$ cat src/rtl/dma_chain_out_pkg.sv
package dma_chain_out_pkg;

    localparam int WORD_W         = 32;
    localparam int NUM_DESC_WORDS = 4;
    localparam int WIDX_W         = $clog2(NUM_DESC_WORDS);

    // Flags word bit positions
    localparam int FLAG_EOL     = 0;
    localparam int FLAG_INTR    = 2;
    localparam int FLAG_OUT_EOP = 3;

    typedef struct packed {
        logic [WORD_W-1:0] next;
        logic [WORD_W-1:0] start;
        logic [WORD_W-1:0] stop;
        logic              eol;
        logic              intr;
        logic              out_eop;
    } desc_t;

    typedef enum logic [2:0] {
        ST_IDLE,
        ST_FETCH,
        ST_CHECK,
        ST_READ,
        ST_PUSH,
        ST_END
    } eng_state_t;

    function automatic logic [7:0] pick_byte(input logic [WORD_W-1:0] w,
                                             input logic [1:0] lane);
        return w[8*lane +: 8];
    endfunction

endpackage

$ cat src/rtl/dma_chain_out_desc.sv
module dma_chain_out_desc
    import dma_chain_out_pkg::*;
(
    input  logic              clk,
    input  logic              rst,
    input  logic              load_i,
    input  logic [WIDX_W-1:0] idx_i,
    input  logic [WORD_W-1:0] word_i,
    output desc_t             desc_o
);
    // Captures the descriptor words as they arrive
    always_ff @(posedge clk) begin
        if (rst) begin
            desc_o <= '0;
        end else if (load_i) begin
            unique case (idx_i)
                WIDX_W'(0): desc_o.next  <= word_i;
                WIDX_W'(1): desc_o.start <= word_i;
                WIDX_W'(2): desc_o.stop  <= word_i;
                default: begin
                    desc_o.eol     <= word_i[FLAG_EOL];
                    desc_o.intr    <= word_i[FLAG_INTR];
                    desc_o.out_eop <= word_i[FLAG_OUT_EOP];
                end
            endcase
        end
    end
endmodule

$ cat src/rtl/dma_chain_out_irq.sv
module dma_chain_out_irq (
    input  logic clk,
    input  logic rst,
    input  logic set_i,
    input  logic ack_i,
    input  logic en_i,
    output logic irq_o
);
    logic pend_q;

    // set has priority over a same-cycle acknowledge
    always_ff @(posedge clk) begin
        if (rst) pend_q <= 1'b0;
        else     pend_q <= (pend_q & ~ack_i) | set_i;
    end

    assign irq_o = pend_q & en_i;
endmodule

$ cat src/rtl/dma_chain_out_sbuf.sv
module dma_chain_out_sbuf (
    input  logic       clk,
    input  logic       rst,
    input  logic       load_i,
    input  logic [7:0] byte_i,
    input  logic       ready_i,
    output logic       valid_o,
    output logic [7:0] data_o,
    output logic       done_o
);
    logic       valid_q;
    logic [7:0] data_q;

    // byte is held until the client takes it
    always_ff @(posedge clk) begin
        if (rst) begin
            valid_q <= 1'b0;
            data_q  <= '0;
        end else if (load_i) begin
            valid_q <= 1'b1;
            data_q  <= byte_i;
        end else if (valid_q && ready_i) begin
            valid_q <= 1'b0;
        end
    end

    assign valid_o = valid_q;
    assign data_o  = data_q;
    assign done_o  = valid_q & ready_i;
endmodule

$ cat src/rtl/dma_chain_out.sv
module dma_chain_out
    import dma_chain_out_pkg::*;
#(
    parameter int AW = 32
) (
    input  logic              clk,
    input  logic              rst,
    input  logic              start_i,
    input  logic [AW-1:0]     start_ptr_i,
    input  logic              cont_i,
    input  logic              cfg_en_i,
    input  logic              cfg_stop_i,
    input  logic              client_present_i,
    output logic              mem_req_o,
    output logic [AW-1:0]     mem_addr_o,
    input  logic              mem_rvalid_i,
    input  logic [WORD_W-1:0] mem_rdata_i,
    output logic              st_valid_o,
    output logic [7:0]        st_data_o,
    input  logic              st_ready_i,
    output logic              eop_o,
    input  logic              irq_en_i,
    input  logic              irq_ack_i,
    output logic              irq_o,
    output logic              running_o,
    output logic              eol_o,
    output logic              loss_o
);
    localparam logic [WIDX_W-1:0] LAST_WORD = WIDX_W'(NUM_DESC_WORDS - 1);

    eng_state_t        state_q;
    logic [AW-1:0]     dptr_q;
    logic [AW-1:0]     pos_q;
    logic [WIDX_W-1:0] widx_q;
    logic              reread_q;
    logic              eol_q;
    logic              run_q;
    logic              loss_q;

    desc_t             desc;
    logic              desc_load;
    logic              byte_load;
    logic              push_done;
    logic              cont_ok;
    logic [AW-1:0]     fetch_addr;
    logic [AW-1:0]     read_addr;

    // conditions under which a continue is taken
    assign cont_ok = (state_q == ST_IDLE) && cont_i && cfg_en_i && !cfg_stop_i
                     && run_q && desc.eol;

    assign desc_load  = (state_q == ST_FETCH) && mem_rvalid_i;
    assign byte_load  = (state_q == ST_READ) && mem_rvalid_i && client_present_i;
    assign fetch_addr = dptr_q + AW'({widx_q, 2'b00});
    assign read_addr  = {pos_q[AW-1:2], 2'b00};

    assign mem_req_o  = (state_q == ST_FETCH) || (state_q == ST_READ);
    assign mem_addr_o = (state_q == ST_FETCH) ? fetch_addr : read_addr;
    assign eop_o      = (state_q == ST_END) && desc.out_eop;
    assign running_o  = run_q;
    assign eol_o      = eol_q;
    assign loss_o     = loss_q;

    dma_chain_out_desc u_desc (
        .clk    (clk),
        .rst    (rst),
        .load_i (desc_load),
        .idx_i  (widx_q),
        .word_i (mem_rdata_i),
        .desc_o (desc)
    );

    dma_chain_out_sbuf u_sbuf (
        .clk     (clk),
        .rst     (rst),
        .load_i  (byte_load),
        .byte_i  (pick_byte(mem_rdata_i, pos_q[1:0])),
        .ready_i (st_ready_i),
        .valid_o (st_valid_o),
        .data_o  (st_data_o),
        .done_o  (push_done)
    );

    dma_chain_out_irq u_irq (
        .clk   (clk),
        .rst   (rst),
        .set_i ((state_q == ST_END) && desc.intr),
        .ack_i (irq_ack_i),
        .en_i  (irq_en_i),
        .irq_o (irq_o)
    );

    always_ff @(posedge clk) begin
        if (rst) begin
            state_q  <= ST_IDLE;
            dptr_q   <= '0;
            pos_q    <= '0;
            widx_q   <= '0;
            reread_q <= 1'b0;
            eol_q    <= 1'b0;
            run_q    <= 1'b0;
            loss_q   <= 1'b0;
        end else begin
            unique case (state_q)
                ST_IDLE: begin
                    if (start_i) begin
                        dptr_q   <= start_ptr_i;
                        eol_q    <= 1'b0;
                        run_q    <= 1'b1;
                        loss_q   <= 1'b0;
                        reread_q <= 1'b0;
                        widx_q   <= '0;
                        state_q  <= ST_FETCH;
                    end else if (cont_ok) begin        // re-read current
                        reread_q <= 1'b1;
                        widx_q   <= '0;
                        state_q  <= ST_FETCH;
                    end
                end
                ST_FETCH: begin
                    if (mem_rvalid_i) begin
                        widx_q <= widx_q + 1'b1;
                        if (widx_q == LAST_WORD) begin
                            if (reread_q) begin
                                reread_q <= 1'b0;
                                if (!mem_rdata_i[FLAG_EOL] && eol_q) begin
                                    dptr_q <= desc.next[AW-1:0];
                                    eol_q  <= 1'b0;
                                    widx_q <= '0;
                                end else begin
                                    state_q <= ST_IDLE;
                                end
                            end else begin
                                pos_q   <= desc.start[AW-1:0];
                                state_q <= ST_CHECK;
                            end
                        end
                    end
                end
                ST_CHECK: begin
                    if (pos_q >= desc.stop[AW-1:0]) state_q <= ST_END;
                    else                            state_q <= ST_READ;
                end
                ST_READ: begin
                    if (mem_rvalid_i) begin
                        if (client_present_i) begin
                            state_q <= ST_PUSH;
                        end else begin
                            loss_q  <= 1'b1;
                            pos_q   <= pos_q + 1'b1;
                            state_q <= ST_CHECK;
                        end
                    end
                end
                ST_PUSH: begin
                    if (push_done) begin
                        pos_q   <= pos_q + 1'b1;
                        state_q <= ST_CHECK;
                    end
                end
                ST_END: begin
                    if (desc.eol) begin
                        eol_q   <= 1'b1;
                        state_q <= ST_IDLE;
                    end else begin
                        dptr_q  <= desc.next[AW-1:0];
                        widx_q  <= '0;
                        state_q <= ST_FETCH;
                    end
                end
                default: state_q <= ST_IDLE;
            endcase
        end
    end
endmodule

$ cat config.mk
export PLATFORM = sky130hd
export DESIGN_NAME = dma_chain_out
export DESIGN_NICKNAME = d
export VERILOG_FILES = /design/src/rtl/dma_chain_out_pkg.sv /design/src/rtl/dma_chain_out_desc.sv /design/src/rtl/dma_chain_out_irq.sv /design/src/rtl/dma_chain_out_sbuf.sv /design/src/rtl/dma_chain_out.sv
export SDC_FILE = /design/constraint.sdc
export NUM_CORES = 1
export LEC_CHECK = 0
export BUFFER_PORTS_ARGS = -buffer_cell sky130_fd_sc_hd__buf_2
export CAP_MARGIN = 20
export CORE_AREA = 2 2 134 136
export CTS_BUF_LIST = sky130_fd_sc_hd__clkbuf_2 sky130_fd_sc_hd__clkbuf_4 sky130_fd_sc_hd__clkbuf_8
export DETAILED_ROUTE_END_ITERATION = 12
export DIE_AREA = 0 0 136 138
export PLACE_DENSITY = 0.82
export SETUP_SLACK_MARGIN = 0.3
export SLEW_MARGIN = 20
export SYNTH_ARGS = -nofsm -noshare
export SYNTH_HDL_FRONTEND = slang
export SYNTH_HIERARCHICAL = 1
export SYNTH_SLANG_ARGS = --single-unit
$ cat constraint.sdc
create_clock -name clk -period 3.3 [get_ports clk]
set_clock_uncertainty 0.1 [all_clocks]
set_input_delay 0.495 -clock clk [delete_from_list [all_inputs] [get_ports clk]]
set_output_delay 0.495 -clock clk [all_outputs]
set_load 0.02 [all_outputs]
==> run metrics <==
Rows just under 50; Slew HR 36.3%; die height 138 µm; Synth cell types 76; antenna violations before repair 1; drt pass-1 iters 8; number of max-cap violations 0; Clock Tree Buf Depth 2; Setup CP Type flip-flop to output port; Clock Latency Late Sink ~0.48 ns; Port Buffer Count 121; CTS sink count around 180; starting density of the core 59.4%; share of layout cells above drive strength 1 17.4%; sequential share of the synthesized area between 30% and 40%; Synth Flop Type dfxtp_1; final setup fails 0; Max Fclk ~320 MHz; area grow syn2layout 12.7%; RSZ-0062 raised after global routing true; dpl cell area roughly 0.011 mm²; post-synthesis average cell area 8.58 µm²; PD cells between 500 and 600 mW/mm²; Final Cycle Share between 90 and 100%; synthesized net count between 1000 and 1500; Top-Level Pins roughly 120; Synth Instances about 1200; CP Max Fanout 5; CTS Root Cell clkbuf_8; DRC violations left 0; Min Hold Slack roughly 0.17 ns; antenna diode count 0; non-filler instance count after layout approximately 1500; first-pass GRT wire length 47.7 mm; Clock power frac between 20% and 30%; number of global-route vias before repair ~9000; Cell Area, Synth ~0.010 mm²; WP data arrival 2.54 ns; Setup crit end kind output port; Async SR Flop Fraction 0%; total CTS buffers 17; Net Sw Power 2790 µW; Initial DRC Count between 1000 and 1500; final instance area between 0.01 and 0.015 mm²; vias between 9000 and 10000; # hold bufs at CTS 0; Placeable Area roughly 0.018 mm²; combinational share of power 35.0%; Final min period about 3.1 ns; Crit path required time 2.70 ns; routed wire length a little over 30 mm; EDFF count, synth 0; worst slew pin tran approximately 0.95 ns; HP Class input port to flip-flop; DP HPWL 21.8 mm; status completed; CTS H-tree depth 4; Net Sw Frac between 30% and 40%; Post-Route Setup TNS 0 ns; largest net degree at the start of global routing 65; DP Cell Count ~1500; drt wl/cell 19.9 µm; commonest non-fill, non-tap cell in the layout dfxtp_1; Final Net Count approximately 1400; Overflow after GRT 0; Int Power about 4200 µW; Leakage approximately 0.0048 µW; peak supply drop 0.000418 V; Synth Register Bits approximately 180; Ys Warns 6; most frequent cells in the layout 177 x dfxtp_1, 151 x nand2_1, 135 x nand2b_1, 110 x buf_2, 109 x mux2i_1; total track usage 32.4%; CTS tree done; clk slew on worst S/H paths roughly 0.1 ns; Final GP Congestion approximately 0.93; Critical Path Start Type flip-flop; Reg power frac 41.5%; max-slew violation count 0; Final Hold Viols 0; Via-to-Cell Ratio 6.22; Post-DRT Antenna Nets 0; Die Span X between 100 and 150 µm; DIE AREA approximately 0.019 mm²
[worst paths after layout]
path | start | to | slack, ns | depth (start not counted)
worst max-delay path | widx_q[0] | mem_addr_o[30] | 0.16 | 9
worst min-delay path | start_ptr_i[5] | dptr_q[5] | 0.17 | 3
worst min register to register | u_desc/desc_o[1] | u_desc/desc_o[1] | 0.38 | 2
worst max register to register | state_q[2] | widx_q[0] | 0.67 | 5
[flip-flops by register name (all words and copies together) (netlist names)]
signal / count
reread_q: 1
eol_o: 1
loss_o: 1
u_desc/desc_o: 99
running_o: 1
dptr_q: 32
u_sbuf/data_o: 8
state_q: 3
pos_q: 32
u_sbuf/valid_o: 1
u_irq/pend_q: 1
widx_q: 2
[power groups by stage]
stage / sequential (µW) / combinational, µW / clock [µW]
2_1_floorplan: 2800 / 1800 / 0
3_3_place_gp: 2910 / 2280 / 0
3_5_place_dp: 2930 / 2330 / 0
4_1_cts: 2890 / 2370 / 1660
5_1_grt: 2950 / 2660 / 1740
6_report: 2910 / 2450 / 1650
[per-stage QoR]
step / worst slack [ns] / util [%] / total power, µW
4_1_cts: 0.237 / 66.4 / 6920
5_1_grt: 0.0705 / 66.9 / 7350
6_report: 0.160 / 66.9 / 7010
2_1_floorplan: 0.308 / - / 4600
3_3_place_gp: 0.629 / 63.1 / 5200
3_5_place_dp: 0.594 / 63.1 / 5260
[synth_stat cells, types with 4 or more instances]
cell	n	area share, %
a22oi_1	4	0.29
o32ai_1	4	0.34
nand3_1	21	1.0
a22o_1	5	0.42
nand2_1	151	5.4
dfxtp_1	182	35
clkbuf_1	42	1.5
and4_1	12	1.0
buf_4	6	0.43
or3_1	4	0.24
ha_1	36	4.3
o21ai_0	57	2.7
mux4_2	8	1.7
a211oi_1	10	0.72
and3_1	15	0.90
a21o_1	8	0.58
and2_1	10	0.60
mux2i_1	109	10
nor2b_1	5	0.30
nand4_1	20	1.2
nor4_1	11	0.66
nor3_1	21	1.0
a21oi_1	46	2.2
buf_6	10	1.1
nor2_1	68	2.5
a31oi_1	4	0.24
xnor2_1	25	2.1
buf_2	19	0.91
nand2b_1	135	8.1
nand3b_1	5	0.36
inv_1	50	1.8
a311oi_1	34	2.9
[cell type report]
| type | instances | area [µm²] |
|---|---|---|
| Clock buffer | 17 | 234 |
| Clock inverter | 14 | 193 |
| Fill cell | 1414 | 5800 |
| Inverter | 50 | 188 |
| Multi-Input combinational cell | 900 | 6260 |
| Sequential cell | 182 | 3650 |
| Tap cell | 229 | 287 |
| Timing Repair Buffer | 155 | 921 |
[cells by family after synthesis]
logic type	share of synthesized area, %
muxes	12.3
adders and majority gates	4.52
buffers and inverters	6.15
AOI/OAI and AO/OA	14.4
and+or+nand+nor	25.2
DFF	35.0
xor gates and xnor gates	2.36
[what timing repair did]
action / CTS / global route
setup buffers: 3 / 5
pin swaps: 3 / 10
resized for setup: 31 / 20
endpoints found under the setup margin: 29 / 24
gates cloned: 1 / 0
[routing by layer]
metal | wire, µm | part of all wire (%) | up-vias | track usage, %
li1 | - | - | 4494 | -
met1 | 12900 | 42 | 4503 | 45.4
met2 | 13200 | 43 | 521 | 46.3
met3 | 2830 | 9.2 | 107 | 6.27
met4 | 1910 | 6.2 | 0 | 18.9
met5 | 0 | 0 | - | 0
[worst max-delay path: stages (launching register included)]
cell	delay, ns
dfxtp_2	0.36
ha_4	0.14
inv_2	0.04
fa_2	0.34
nand4b_1	0.22
buf_6	0.19
nor4_2	0.31
xnor2_1	0.22
o21ai_1	0.10
buf_4	0.16
(Power assumes the default switching activity.)
